==> src/rtl/pkt_chk_pkg.sv <==
package pkt_chk_pkg;

  localparam int REG_AW = 3;

  typedef enum logic [REG_AW-1:0] {
    RA_RX_SOP    = 3'd0,
    RA_RX_EOP    = 3'd1,
    RA_FLAGS     = 3'd2,
    RA_FRAME     = 3'd3,
    RA_MISM      = 3'd4,
    RA_MATCH     = 3'd5,
    RA_CLR_ERR   = 3'd6,
    RA_CLR_MATCH = 3'd7
  } reg_addr_e;

  // expected byte at byte index idx of packet seq
  function automatic logic [7:0] pat_byte(input logic [31:0] seq, input logic [31:0] idx);
    return 8'(seq + idx);
  endfunction

  // expected channel of packet seq
  function automatic logic [31:0] pat_chan(input logic [31:0] seq, input int unsigned nchan);
    return seq % 32'(nchan);
  endfunction

endpackage

==> src/rtl/pkt_chk_expect.sv <==
module pkt_chk_expect
  import pkt_chk_pkg::*;
#(
  parameter int BYTES   = 4,
  parameter int NCHAN   = 4,
  parameter int SEQ_W   = 16,
  parameter int BEAT_W  = 12,
  parameter int CHAN_W  = 2,
  parameter int EMPTY_W = 2
) (
  input  logic               clk,
  input  logic               rst_n,
  input  logic [SEQ_W-1:0]   seq,
  input  logic [BEAT_W-1:0]  beat,
  input  logic [8*BYTES-1:0] data,
  input  logic [EMPTY_W-1:0] empty,
  input  logic               last,
  input  logic [CHAN_W-1:0]  chan,
  output logic [BYTES-1:0]   lane_bad,
  output logic               chan_bad
);
  logic [BYTES-1:0] lane_live;

  for (genvar j = 0; j < BYTES; j++) begin : g_lane
    logic [7:0] exp_b;
    assign exp_b        = pat_byte(32'(seq), 32'(beat) * 32'(BYTES) + 32'(j));
    assign lane_live[j] = !last || (32'(j) < 32'(BYTES) - 32'(empty));
    assign lane_bad[j]  = lane_live[j] && (data[8*j +: 8] != exp_b);
  end

  assign chan_bad = (32'(chan) != pat_chan(32'(seq), NCHAN));

  AST_EMPTY_MASK: assert property (@(posedge clk) disable iff (!rst_n)
    (last && 32'(empty) == 32'(BYTES - 1)) |-> (lane_bad[BYTES-1:1] == '0));

endmodule

==> config.mk <==
export PLATFORM = sky130hd
export DESIGN_NAME = pkt_chk_expect
export DESIGN_NICKNAME = d
export VERILOG_FILES = /design/src/rtl/pkt_chk_pkg.sv /design/src/rtl/pkt_chk_expect.sv
export SDC_FILE = /design/constraint.sdc
export NUM_CORES = 1
export LEC_CHECK = 0
export ABC_AREA = 1
export BUFFER_PORTS_ARGS = -buffer_cell sky130_fd_sc_hd__buf_4
export CAP_MARGIN = 5
export CORE_ASPECT_RATIO = 1.2
export CORE_MARGIN = 2
export CORE_UTILIZATION = 52
export DETAILED_ROUTE_END_ITERATION = 12
export PLACE_DENSITY = 0.93
export SLEW_MARGIN = 10
export SYNTH_ARGS = -nofsm -noshare
export SYNTH_HDL_FRONTEND = slang
export SYNTH_SLANG_ARGS = --single-unit
==> constraint.sdc <==
create_clock -name vclk -period 2.72
set_input_delay 0.408 -clock vclk [all_inputs]
set_output_delay 0.408 -clock vclk [all_outputs]
set_load 0.1 [all_outputs]
======== Yosys cells after proc, flatten, opt, wreduce, memory -nomap -nowiden ========
Index checks and enable logic that the tools add are counted.
word-level totals
  bits in registers ....................... 0
  input port bits ......................... 67
  output and inout port bits .............. 5
cells by class
  add/subtract/negate cells ............... 8
  order comparisons ....................... 4
  equal/unequal tests ..................... 5
  reductions and logical operators ........ 9
operator list
  operator               count
  $lt A1 B32 Y1 const A  2
  $lt A2 B32 Y1 const A  2
  $add A8 B8 Y8          4
  $ne A8 B8 Y1           4
  $add A8 B2 Y8 const B  2
  $add A8 B1 Y8 const B  1
  $logic_and A1 B1 Y1    4
  $logic_or A1 B1 Y1     4
  $sub A3 B2 Y4 const A  1
  $ne A2 B2 Y1           1
  $logic_not A1 Y1       1

======== Logic depth before layout (Yosys ltp) ========
  depth after elaboration ................. 4
  gate-level depth with buffers ........... 14

======== Least setup slack after synthesis ========
OpenSTA, ideal clock, no wires.
  path kind ............................... input-to-output
  from .................................... in seq[1]
  to ...................................... out lane_bad[2]
  data arrival time ....................... 3,015 ps
  required time ........................... 2,312 ps
  path slack .............................. -703 ps
  stages .................................. 10
  cells stage by stage .................... buf_2 > inv_2 > fa_1 > inv_1 > nand2_1 > nand2_1 > nand2_1 > a21oi_1 > nor2_1 > a21boi_1
on the way
  word-level cells in the longest chain between the ends .. 3
RTL lines
  what                 RTL line              text
  start, declared      pkt_chk_expect.sv:13  input logic [SEQ_W-1:0] seq,
  $add A8 B8 Y8        pkt_chk_pkg.sv:18     return 8'(seq + idx);
  $ne A8 B8 Y1         pkt_chk_expect.sv:28  assign lane_bad[j] = lane_live[j] && (data[8*j +: 8] != exp_b);
  $logic_and A1 B1 Y1  pkt_chk_expect.sv:28
  end, declared        pkt_chk_expect.sv:19  output logic [BYTES-1:0] lane_bad,
Every way passes these cells.

======== Final worst setup path ========
  from .................................... in seq[2]
  to ...................................... out lane_bad[1]
Same word-level chain as after synthesis.

==> results.cfg <==
[outcome]
status = complete, no violations

[power_and_ir_drop]
vdd_drop_max_uv = 129
clkPwrFrac_pct = 0
p_switching_mw = 0.230
power_switching_share_pct = 56.6
p_per_area_nw_per_um2 = 228
intPower_mw = 0.176
finalPower_mw = 0.405
p_leak_nw = 1.07
p_comb_share_pct = 100.0
seqPwrFrac_pct = 0

[logic_synthesis]
synth_common_cells = nand2_1, inv_1, nand3_1
synth_top_area_share_pct = 25.9
synth_top_area_cell = nand2_1
netlist_area_um2 = 1320
syn_nets = 326
syn_avg_cell_area_um2 = 5.30
synth_area_leaders = nand2_1, xnor2_1, inv_1
yosys_warnings = 0
synth.most_common_cell = nand2_1
ys_types = 24
seq_area_frac_synth_pct = 0
syn_inst = 249

[hold_path]
min_path_type = in -> out
worstHoldStart = empty[1]
min_path_cells = 4
hold-path-endpoint = lane_bad[3]

[floorplan]
core_um2 = 2480
rows = 20
die_w_um = 50.0
die_area_um2 = 2960
ios = 72
die_h_um = 59.2
initial_core_util_pct = 53.2

[timing]
fmax_ghz = 0.381
period_share_pct = 96.6
finalMaxSlewViolations = 0
rsz0062_at_grt = no
tightest_slew_ps = 385
setup_viol_count_final = 0
slew_headroom_pct = 74.3
fin_ws_ps = 93.6
fin_crit_ps = 2630
hold_ws_ps = 1270
hold_viol = 0

[route]
route.met3.wl_um = 130
via_per_inst = 4.72
drt-met1-wl_um = 1290
wirelength_um = 3110
dr.max_layer_used = met4
detail-route-antenna-nets = 0
vias = 1573
drc = 0
drtPass1Iterations = 4
wl_per_cell_um = 9.33
first_iter_violations = 31
wl_met2_um = 1680

[grt]
grt_overflow = 0
grt_max_degree = 11
antenna_found_initial = 0
grt_pass1_wl_um = 5260
gr-usage-all-layers_pct = 21.6
grt_pass1_vias = 1416

[cells_and_area]
nFlopsAndLatches = 0
nClkBuffers = 0
final_nets = 379
instances_no_fill = 333
ff_latch_area_um2 = 0
final_layout_size_suffix_gt1_share_pct = 28.3
n_antenna_cell = 0
synthToLayoutAreaGrowth_pct = 34.9
fin_util_pct = 71.8

[setup_path]
start_kind = primary input
critical_path.startpoint = seq[2]
critical_path_class = in -> out
cp_data_arrival_time_ps = 2220
worst_setup_path_end_kind = output port
cp_max_fo = 5
crit_required_ps = 2310

[placed_design]
pre_cts_ws_ps = 90.9
dp_hpwl_um = 2710
gp_congestion = 0.869
io_buffers = 56
dp.cells = 333

[job]
cap_violations = 0
## what timing repair did
action | in CTS | in global routing
buffers inserted | 0 | 0
gates resized for setup | 0 | 4
hold buffers | 0 | 0
setup endpoints to repair | 0 | 3
## per-layer routing
| metal | GRT usage, % | vias up |
|---|---|---|
| met5 | 0 | - |
| met4 | 2.38 | 0 |
| met3 | 1.26 | 2 |
| met2 | 44.6 | 33 |
| met1 | 24.8 | 693 |
| li1 | - | 845 |
## worst max path at each step
stage                             end  slack (ps)  cells past startpoint
after floorplan           lane_bad[2]        -130                     12
after global placement    lane_bad[1]          90                     15
after detailed placement  lane_bad[1]          90                     15
after CTS                 lane_bad[1]          80                     15
after global routing      lane_bad[2]           2                     15
final                     lane_bad[1]          90                     11
## cell usage in the layout, fill, tap and decap left out, drive strengths merged
master  synthesis  routed
or2             2       2
inv            45      45
o21ai           2       2
xnor2          18      18
nor2           21      21
fa              2       2
nand4           2       2
nand3          22      22
nand3b          2       2
xor2           11      11
buf             7      58
a21oi           6       6
a21boi          1       1
ha              8       8
nand2          99      99
o21a            1       1
## cell families after synthesis
logic type,count (synthesis),share of synthesized area [%]
simple gates,148,48.4
compound gates,10,5.03
xor+xnor,29,19.3
buf+inv,52,16.7
fa+ha+maj,10,10.6
## critical path: stages
cell,delay (ps)
buf_4,80
ha_1,200
inv_1,100
fa_1,410
buf_4,170
nand2_1,80
xor2_1,140
nand2_1,60
nor2_1,250
a21oi_4,90
buf_4,230
## power by group through the flow
stage               Clock, mW  Combinational, mW  Sequential (mW)
floorplan                   0              0.296                0
global route                0              0.453                0
detailed placement          0              0.402                0
global placement            0              0.393                0
CTS                         0              0.403                0
finish                      0              0.405                0
## stage by stage
stage | area, µm² | TNS (ps)
after floorplan | 1340 | -135
after global placement | 1770 | 0
after detailed placement | 1770 | 0
after CTS | 1770 | 0
after global routing | 1780 | 0
final | 1780 | 0
## area by class of cell
| type | instances | area [µm²] |
|---|---|---|
| Multi-Input combinational cell | 197 | 1130 |
| Fill cell | 220 | 698 |
| Timing Repair Buffer | 58 | 443 |
| Inverter | 45 | 169 |
| Tap cell | 33 | 41.3 |
No activity file was read; power rests on OpenSTA's default activity.
